==> src/rtl/dac_cmd_pkg.sv <==
// Shared widths, request layout and sequencer states for the DAC command sender.
package dac_cmd_pkg;
    localparam int unsigned CODE_W  = 8;
    localparam int unsigned CHAN_N  = 2;
    localparam int unsigned CTRL_W  = 3;
    localparam int unsigned FRAME_W = 16;
    localparam int unsigned PAD_W   = FRAME_W - CTRL_W - CHAN_N - CODE_W;

    typedef struct packed {
        logic              pwrdn;
        logic              update;
        logic              defer;
        logic [CHAN_N-1:0] chan;
        logic [CODE_W-1:0] data;
    } dac_req_t;

    typedef enum logic [2:0] {
        ST_IDLE,
        ST_XFER,
        ST_TAIL,
        ST_GAP,
        ST_LOW,
        ST_RECOV
    } seq_state_t;
endpackage

==> src/rtl/dac_word_pack.sv <==
// Packs a request into the 16-bit command word.
// Assumes: pad bits go out as zero; field order is fixed by the receiver's decoder.
module dac_word_pack
    import dac_cmd_pkg::*;
(
    input  dac_req_t           req,
    output logic [FRAME_W-1:0] word
);
    // Concatenate pad, control, address and code fields.
    always_comb begin
        word = {{PAD_W{1'b0}}, req.pwrdn, req.update, req.defer, req.chan, req.data};
    end
endmodule

==> src/rtl/dac_bit_shifter.sv <==
// Shifts one word out MSB first in SPI mode 0 with a divided serial clock.
// Assumes: start is pulsed only while busy is low; HALF_CYC >= 1.
module dac_bit_shifter #(
    parameter int unsigned HALF_CYC = 13,
    parameter int unsigned WORD_W   = 16
) (
    input  logic              clk,
    input  logic              rst_n,
    input  logic              start,
    input  logic [WORD_W-1:0] word,
    output logic              sclk,
    output logic              sdo,
    output logic              busy,
    output logic              fin
);
    localparam int unsigned PH_W  = (HALF_CYC > 1) ? $clog2(HALF_CYC) : 1;
    localparam int unsigned BIT_W = $clog2(WORD_W);
    localparam logic [PH_W-1:0]  PH_LAST  = PH_W'(HALF_CYC - 1);
    localparam logic [BIT_W-1:0] BIT_LAST = BIT_W'(WORD_W - 1);

    logic [WORD_W-1:0] sr;
    logic [PH_W-1:0]   ph;
    logic [BIT_W-1:0]  bit_idx;

    // Phase counting, clock toggling and bit advance on falling edges.
    always_ff @(posedge clk) begin
        if (!rst_n) begin
            sr      <= '0;
            ph      <= '0;
            bit_idx <= '0;
            sclk    <= 1'b0;
            busy    <= 1'b0;
            fin     <= 1'b0;
        end else begin
            fin <= 1'b0;
            if (start) begin
                sr      <= word;
                ph      <= '0;
                bit_idx <= '0;
                sclk    <= 1'b0;
                busy    <= 1'b1;
            end else if (busy) begin
                if (ph == PH_LAST) begin
                    ph <= '0;
                    if (!sclk) begin
                        sclk <= 1'b1;
                    end else begin
                        sclk <= 1'b0;
                        if (bit_idx == BIT_LAST) begin
                            busy <= 1'b0;
                            fin  <= 1'b1;
                        end else begin
                            bit_idx <= bit_idx + 1'b1;
                            sr      <= {sr[WORD_W-2:0], 1'b0};
                        end
                    end
                end else begin
                    ph <= ph + 1'b1;
                end
            end
        end
    end

    // Serial data is the head of the shift register.
    always_comb sdo = sr[WORD_W-1];
endmodule

==> src/rtl/dac_cycle_timer.sv <==
// Down-counter for the tail, load-gap, load-width and recovery intervals.
// Assumes: loading N-1 gives a state that lasts N cycles.
module dac_cycle_timer #(
    parameter int unsigned CNT_W = 4
) (
    input  logic             clk,
    input  logic             rst_n,
    input  logic             load,
    input  logic [CNT_W-1:0] load_val,
    output logic             zero
);
    logic [CNT_W-1:0] cnt;

    // Load, or count down to zero and hold.
    always_ff @(posedge clk) begin
        if (!rst_n)          cnt <= '0;
        else if (load)       cnt <= load_val;
        else if (cnt != '0)  cnt <= cnt - 1'b1;
    end

    // Expiry flag.
    always_comb zero = (cnt == '0);
endmodule

==> src/rtl/dac_cmd_sender.sv <==
// Top: request handshake, chip-select framing, deferred load strobe and done pulse.
// Assumes: all timing parameters are >= 1 and given in system clock cycles.
module dac_cmd_sender
    import dac_cmd_pkg::*;
#(
    parameter int unsigned HALF_CYC     = 13,
    parameter int unsigned CS_GAP_CYC   = 10,
    parameter int unsigned LOAD_GAP_CYC = 2,
    parameter int unsigned LOAD_LOW_CYC = 10
) (
    input  logic              clk,
    input  logic              rst_n,
    input  logic              req_valid,
    output logic              req_ready,
    input  logic [CHAN_N-1:0] req_chan,
    input  logic              req_pwrdn,
    input  logic              req_update,
    input  logic              req_defer,
    input  logic [CODE_W-1:0] req_data,
    output logic              sclk,
    output logic              sdo,
    output logic              cs_n,
    output logic              ldac_n,
    output logic              done
);
    localparam int unsigned T_A   = (HALF_CYC > CS_GAP_CYC) ? HALF_CYC : CS_GAP_CYC;
    localparam int unsigned T_B   = (LOAD_GAP_CYC > LOAD_LOW_CYC) ? LOAD_GAP_CYC : LOAD_LOW_CYC;
    localparam int unsigned T_MAX = (T_A > T_B) ? T_A : T_B;
    localparam int unsigned CNT_W = $clog2(T_MAX + 1);

    seq_state_t         state;
    dac_req_t           req;
    logic [FRAME_W-1:0] word;
    logic               start;
    logic               sh_busy;
    logic               sh_fin;
    logic               defer_q;
    logic               tmr_load;
    logic [CNT_W-1:0]   tmr_val;
    logic               tmr_zero;

    // Gather request fields into the packed request type.
    always_comb begin
        req.pwrdn  = req_pwrdn;
        req.update = req_update;
        req.defer  = req_defer;
        req.chan   = req_chan;
        req.data   = req_data;
    end

    dac_word_pack u_pack (
        .req  (req),
        .word (word)
    );

    // Handshake: take requests only when idle.
    always_comb begin
        req_ready = (state == ST_IDLE);
        start     = req_valid && req_ready;
    end

    dac_bit_shifter #(
        .HALF_CYC (HALF_CYC),
        .WORD_W   (FRAME_W)
    ) u_shift (
        .clk   (clk),
        .rst_n (rst_n),
        .start (start),
        .word  (word),
        .sclk  (sclk),
        .sdo   (sdo),
        .busy  (sh_busy),
        .fin   (sh_fin)
    );

    // Choose the interval to load on each state exit.
    always_comb begin
        tmr_load = 1'b0;
        tmr_val  = '0;
        unique case (state)
            ST_XFER: begin
                tmr_load = sh_fin;
                tmr_val  = CNT_W'(HALF_CYC - 1);
            end
            ST_TAIL: begin
                tmr_load = tmr_zero;
                tmr_val  = defer_q ? CNT_W'(LOAD_GAP_CYC - 1) : CNT_W'(CS_GAP_CYC - 1);
            end
            ST_GAP: begin
                tmr_load = tmr_zero;
                tmr_val  = CNT_W'(LOAD_LOW_CYC - 1);
            end
            ST_LOW: begin
                tmr_load = tmr_zero;
                tmr_val  = CNT_W'(CS_GAP_CYC - 1);
            end
            default: begin
                tmr_load = 1'b0;
                tmr_val  = '0;
            end
        endcase
    end

    dac_cycle_timer #(
        .CNT_W (CNT_W)
    ) u_tmr (
        .clk      (clk),
        .rst_n    (rst_n),
        .load     (tmr_load),
        .load_val (tmr_val),
        .zero     (tmr_zero)
    );

    // Transaction sequencer driving chip select, load strobe and done.
    always_ff @(posedge clk) begin
        if (!rst_n) begin
            state   <= ST_IDLE;
            cs_n    <= 1'b1;
            ldac_n  <= 1'b1;
            done    <= 1'b0;
            defer_q <= 1'b0;
        end else begin
            done <= 1'b0;
            unique case (state)
                ST_IDLE: if (start) begin
                    cs_n    <= 1'b0;
                    defer_q <= req_defer;
                    state   <= ST_XFER;
                end
                ST_XFER: if (sh_fin) state <= ST_TAIL;
                ST_TAIL: if (tmr_zero) begin
                    cs_n <= 1'b1;
                    if (defer_q) begin
                        state <= ST_GAP;
                    end else begin
                        done  <= 1'b1;
                        state <= ST_RECOV;
                    end
                end
                ST_GAP: if (tmr_zero) begin
                    ldac_n <= 1'b0;
                    state  <= ST_LOW;
                end
                ST_LOW: if (tmr_zero) begin
                    ldac_n <= 1'b1;
                    done   <= 1'b1;
                    state  <= ST_RECOV;
                end
                ST_RECOV: if (tmr_zero) state <= ST_IDLE;
                default: state <= ST_IDLE;
            endcase
        end
    end
endmodule

==> config.mk <==
export PLATFORM = sky130hd
export DESIGN_NAME = dac_cmd_sender
export DESIGN_NICKNAME = d
export VERILOG_FILES = /design/src/rtl/dac_cmd_pkg.sv /design/src/rtl/dac_word_pack.sv /design/src/rtl/dac_bit_shifter.sv /design/src/rtl/dac_cycle_timer.sv /design/src/rtl/dac_cmd_sender.sv
export SDC_FILE = /design/constraint.sdc
export NUM_CORES = 1
export LEC_CHECK = 0
export ABC_AREA = 1
export CORE_MARGIN = 2
export CORE_UTILIZATION = 30
export DETAILED_ROUTE_END_ITERATION = 6
export PLACE_DENSITY_LB_ADDON = 0.1
export SYNTH_ARGS = -nofsm -noshare
export SYNTH_HDL_FRONTEND = slang
export SYNTH_SLANG_ARGS = --single-unit
==> constraint.sdc <==
create_clock -name clk -period 1.9 [get_ports clk]
set_input_delay 0.285 -clock clk [delete_from_list [all_inputs] [get_ports clk]]
set_output_delay 0.285 -clock clk [all_outputs]
set_load 0.1 [all_outputs]
Word level (Yosys, flattened, before mapping)
Index checks and enable logic that the tools add are counted.
{"block": "word_totals", "reg_bits": 38, "input_bits": 16, "wordCells": 91}
{"block": "classes", "n_addsub": 3, "n_eq_ne": 14, "mux": 35, "bitwise": 5, "n_reduce_logical": 21}
{"op": "two-way mux 13 bit", "n": 5}
{"op": "two-way mux 3 bit", "n": 7}
{"op": "one-hot mux 3 bit (6 select lines)", "n": 1}
{"op": "two-way mux 4 bit", "n": 4}
{"op": "two-way mux 1 bit", "n": 13}
{"op": "one-hot mux 4 bit (3 select lines)", "n": 1}
{"op": "nonzero test 2 bit", "n": 6}
{"op": "!= test 2 bit (second input constant)", "n": 5}
{"op": "adder 4 x 1 -> 4 bit (second input constant)", "n": 2}
{"op": "== test 4 bit (second input constant)", "n": 2}
{"op": "one-hot mux 1 bit (2 select lines)", "n": 4}
{"op": "AND reduction 4 bit", "n": 2}
{"op": "== test 3 x 2 -> 1 bit (second input constant)", "n": 2}
{"op": "== test 3 bit (second input constant)", "n": 2}
{"op": "AND reduction 3 bit", "n": 2}
{"op": "AND reduction 6 bit", "n": 1}
{"op": "inverter 1 bit", "n": 5}
{"op": "OR reduction 5 bit", "n": 1}
{"op": "logical NOT 4 bit", "n": 1}
{"op": "!= test 2 x 1 -> 1 bit (second input constant)", "n": 2}
{"op": "AND reduction 2 bit", "n": 2}
{"op": "nonzero test 4 bit", "n": 1}
{"op": "OR reduction 2 bit", "n": 2}
{"op": "subtractor 4 x 1 -> 4 bit (second input constant)", "n": 1}
{"op": "other kinds (4)", "n": 4}

Depth between registers and ports, before layout
{"block": "depth", "word_depth": 6, "mapped_depth": 10, "ltp_nobuf": 9}

Hierarchy
From an unflattened synthesis, not the netlist that was laid out.
{"block": "unflattened", "hier_cells": 318, "area_unflattened_um2": 2227.1}
{"module": "dac_bit_shifter", "instances": 1, "cells_each": 187, "area_per_inst_um2": 1380.1, "seq_area_each_um2": 540.5}
{"module": "dac_cmd_sender", "instances": 1, "cells_each": 74, "area_per_inst_um2": 475.5, "seq_area_each_um2": 140.1}
{"module": "dac_cycle_timer", "instances": 1, "cells_each": 40, "area_per_inst_um2": 247.7, "seq_area_each_um2": 80.1}
{"module": "dac_word_pack", "instances": 1, "cells_each": 17, "area_per_inst_um2": 123.9, "seq_area_each_um2": 0.0}

Least setup slack after synthesis
No wires, ideal clock.
{"block": "synth_timing", "path_kind": "reg2reg", "start": "register u_shift.sclk", "end": "register u_shift.sr[11]", "setup_time_ps": 132, "t_arrival_ps": 1579, "required_ps": 1768, "setup_slack_ps": 189, "path_stages_with_launch": 7, "n_path_buf": 1, "synth_period_minus_slack_ps": 1711, "cell_sequence": "dfxtp_1 nand3_2 nand2_2 inv_2 buf_4 nand2_1 a21oi_1"}
{"block": "synth_between", "elab_chain_cells": 2}
{"element": "start, declared", "line": "dac_bit_shifter.sv:11", "text": "output logic sclk,"}
{"element": "start signal, assigned", "line": "dac_bit_shifter.sv:31", "text": "sclk <= 1'b0;"}
{"element": "start signal, assigned", "line": "dac_bit_shifter.sv:40", "text": "sclk <= 1'b0;"}
{"element": "start signal, assigned", "line": "dac_bit_shifter.sv:46", "text": "sclk <= 1'b1;"}
{"element": "nonzero test 2 bit (no source line)"}
{"element": "AND reduction 4 bit (no source line)"}
{"element": "end signal, assigned", "line": "dac_bit_shifter.sv:37", "text": "sr <= word;"}
{"element": "end signal, assigned", "line": "dac_bit_shifter.sv:54", "text": "sr <= {sr[WORD_W-2:0], 1'b0};"}
{"element": "end, declared", "line": "dac_bit_shifter.sv:21", "text": "logic [WORD_W-1:0] sr;"}
Every way passes these cells.
A chain may end at the register's enable or synchronous reset.

Worst setup path in the final report
{"block": "layout_timing", "start": "register u_shift.ph[0]", "end": "register u_shift.sr[4]"}
{"block": "layout_between", "elab_chain_cells": 3}
{"element": "start, declared", "line": "dac_bit_shifter.sv:22", "text": "logic [PH_W-1:0] ph;"}
{"element": "start signal, assigned", "line": "dac_bit_shifter.sv:58", "text": "ph <= ph + 1'b1;"}
{"element": "== test 4 bit", "line": "dac_bit_shifter.sv:43", "text": "if (ph == PH_LAST) begin"}
{"element": "nonzero test 2 bit (no source line)"}
{"element": "AND reduction 4 bit (no source line)"}
Every way passes these cells.

==> metrics <==
CTS sink cnt=38; n_diodes=0; PD cells=~1300 nW/um^2; FMAX=slightly above 0.6 GHz; GRT overflow=0; DR vias/cell=roughly 4.5; crit-path max FO=13; drt initial violations=60; Final Hold Vio Count=0; R2R cell count=9; Reg2Reg Setup Slack=approximately 0.29 ns; final antenna-violating net count=0; Worst Hold Depth=2; initial antenna violation count=0; total clock buffers created by CTS=5; clk_skew=0.00731 ns; CP Launch Point=u_shift.ph[0]; Worst-Skew Late Latency=around 0.29 ns; GP Congestion=between 0.7 and 0.8; synthesized area=between 1500 and 2000 um^2; fraction of registers with async set/reset=0%; register area=around 760 um^2; post-CTS setup buffer count=0; Worst R2R End=u_shift.sr[4]; Hold Startpoint=u_shift.sr[0]; Power Total=between 2000 and 3000 uW; filler instances=~670; Hold Path Sink=u_shift.sr[0]; Net Count, Synth=approximately 280; area fraction of the dominant cell type after synthesis=roughly 41%; reg2reg start=u_shift.ph[0]; clk buf depth=2; # Max-Cap Violations=0; Multi-input gate area=901 um^2; Finished Core Util=a little under two fifths; PortBufs=21; post-synthesis sequential area ratio=41.3%; die area=between 6000 and 7000 um^2; Root Driver=clkbuf_8; Post-synth EDFFs=0; relative slew slack=between 70% and 80%; CP endpoint kind=register; die width=about 82 um; Post-Syn Instances=~260; dpl hpwl=2730 um; Synth cell types=30; Worst-Margin Slew=0.312 ns; Leakage=between 0.0009 and 0.001 uW; drt pass-1 iters=4; most numerous cell in the Yosys netlist=nand2_1; Fin Setup TNS=0 ns; Min-Delay Path Class=reg -> reg; Tmin final=roughly 1.6 ns; vias in the first global route=between 1000 and 1500; effective utilization at floorplan=slightly above 30%; hold-fix buffer count after cts=0; DR DRC count=0; Mapped Avg Cell Area=around 7 um^2; Yosys Warn Count=0; Critical Path RT=between 2 and 2.5 ns; critical path start-end classification=reg -> reg; wire length per cell=between 10 and 15 um; synth cell count leaders=79 x nand2_1, 38 x dfxtp_1, 27 x inv_1; area leader, netlist=dfxtp_1; Arrival @ worst endpoint=1.83 ns; Area Overhead vs Synth=20.4%; nets=about 300; worst vdd ir=0.000531 V; CTS tree=yes; Synth area leaders=dfxtp_1 41%, nand2_1 16%, a21oi_1 6.8%; post-cts sizing count=0; die height=about 82 um; Final Cycle Share=around 85%; routed vias=1628; RSZ-0062 raised after global routing=false; clock-pin slew on the worst setup and hold paths=~0.080 ns; first-pass GRT wire length=6240 um; core area=around 5900 um^2; Total Routing Usage GR=between 10% and 20%; WL final=~3700 um; largest net degree at the start of global routing=23; Top Ports=22; CP Launch Type=register; share of cells above drive strength 1=a little under an eighth; flops & latches, synth=38; Pins Over Slew Limit=0; final setup vio count=0; # rows=28; Most used DFF post-synth=dfxtp_1; outcome=complete, no violations; H-tree lvl count=2
==> report_power, final <==
group          switching, uW  internal, uW
Combinational            911           447
Clock                    281           293
Sequential               107           930
Total                   1300          1670
==> logic make-up after synthesis <==
| kind of cell | share of synthesized area (%) |
|---|---|
| adder cells (fa/ha/maj) | 2.72 |
| AND/OR/NAND/NOR | 29.4 |
| XOR/XNOR | 1.90 |
| AO/OA/AOI/OAI | 14.9 |
| buffers and inverters | 9.84 |
| flip-flops | 41.3 |
==> worst max-delay path by stage <==
stage | endpoint | slack, ns | cells after the start
5_1_grt | u_shift.sr[4] | 0.08 | 9
4_1_cts | u_shift.sr[4] | 0.26 | 9
3_5_place_dp | u_shift.sr[4] | 0.27 | 6
2_1_floorplan | u_shift.sr[11] | 0.19 | 6
3_3_place_gp | u_shift.sr[8] | 0.29 | 6
6_report | u_shift.sr[4] | 0.29 | 9
==> state kept, by name (all words and copies together), names as in the netlist <==
| name | flops |
|---|---|
| u_shift.fin | 1 |
| u_shift.bit_idx | 4 |
| defer_q | 1 |
| ldac_n | 1 |
| done | 1 |
| state | 3 |
| u_shift.ph | 4 |
| u_shift.busy | 1 |
| cs_n | 1 |
| u_tmr.cnt | 4 |
| u_shift.sclk | 1 |
| u_shift.sr | 16 |
==> metrics by stage <==
stage / std cells / instance area, um^2 / setup slack [ns] / hold WS [ns]
global route: 364 / 2220 / 0.0832 / 0.479
CTS: 364 / 2220 / 0.257 / 0.466
floorplan: 262 / 1840 / 0.189 / 0.384
finish: 364 / 2220 / 0.289 / 0.463
global placement: 356 / 2130 / 0.292 / 0.448
detailed placement: 356 / 2130 / 0.266 / 0.454
==> worst max-delay path, cell delays in order (launching register included) <==
cell and delay, ns:
dfxtp_1 0.37, inv_1 0.07, ha_1 0.20, nand3_1 0.15, nor2_4 0.05, nand3_2 0.07, nand2_2 0.17, inv_2 0.24
nand2_1 0.08, a21oi_1 0.13
==> layout make-up <==
class	count	area share, %
clock inverters	1	0.225
clock buffers	7	3.89
repair buffers	26	11.0
multi-input cells	183	40.6
flip-flops and latches	38	34.3
inverters	34	5.75
well taps	75	4.23
==> cells in the final DEF (no fill, tap or decap), types with 4 or more instances in the layout <==
master,synthesis,final
a21oi_1,25,25
buf_4,3,10
clkbuf_8,0,6
clkdlybuf4s50_1,0,15
dfxtp_1,38,38
ha_1,4,4
inv_1,27,27
inv_2,6,6
nand2_1,79,79
nand3_1,12,12
nor2_1,16,16
o21ai_0,10,10
o21ai_1,12,12
xor2_1,4,4
==> routing by layer <==
| metal | vias to the layer above | part of all wire (%) | track usage [%] |
|---|---|---|---|
| met4 | 0 | 1.6 | 4.50 |
| li1 | 888 | - | - |
| met3 | 5 | 3.5 | 3.59 |
| met5 | - | 0 | 0 |
| met1 | 711 | 52 | 15.5 |
| met2 | 24 | 43 | 18.6 |
(Power assumes the default switching activity.)
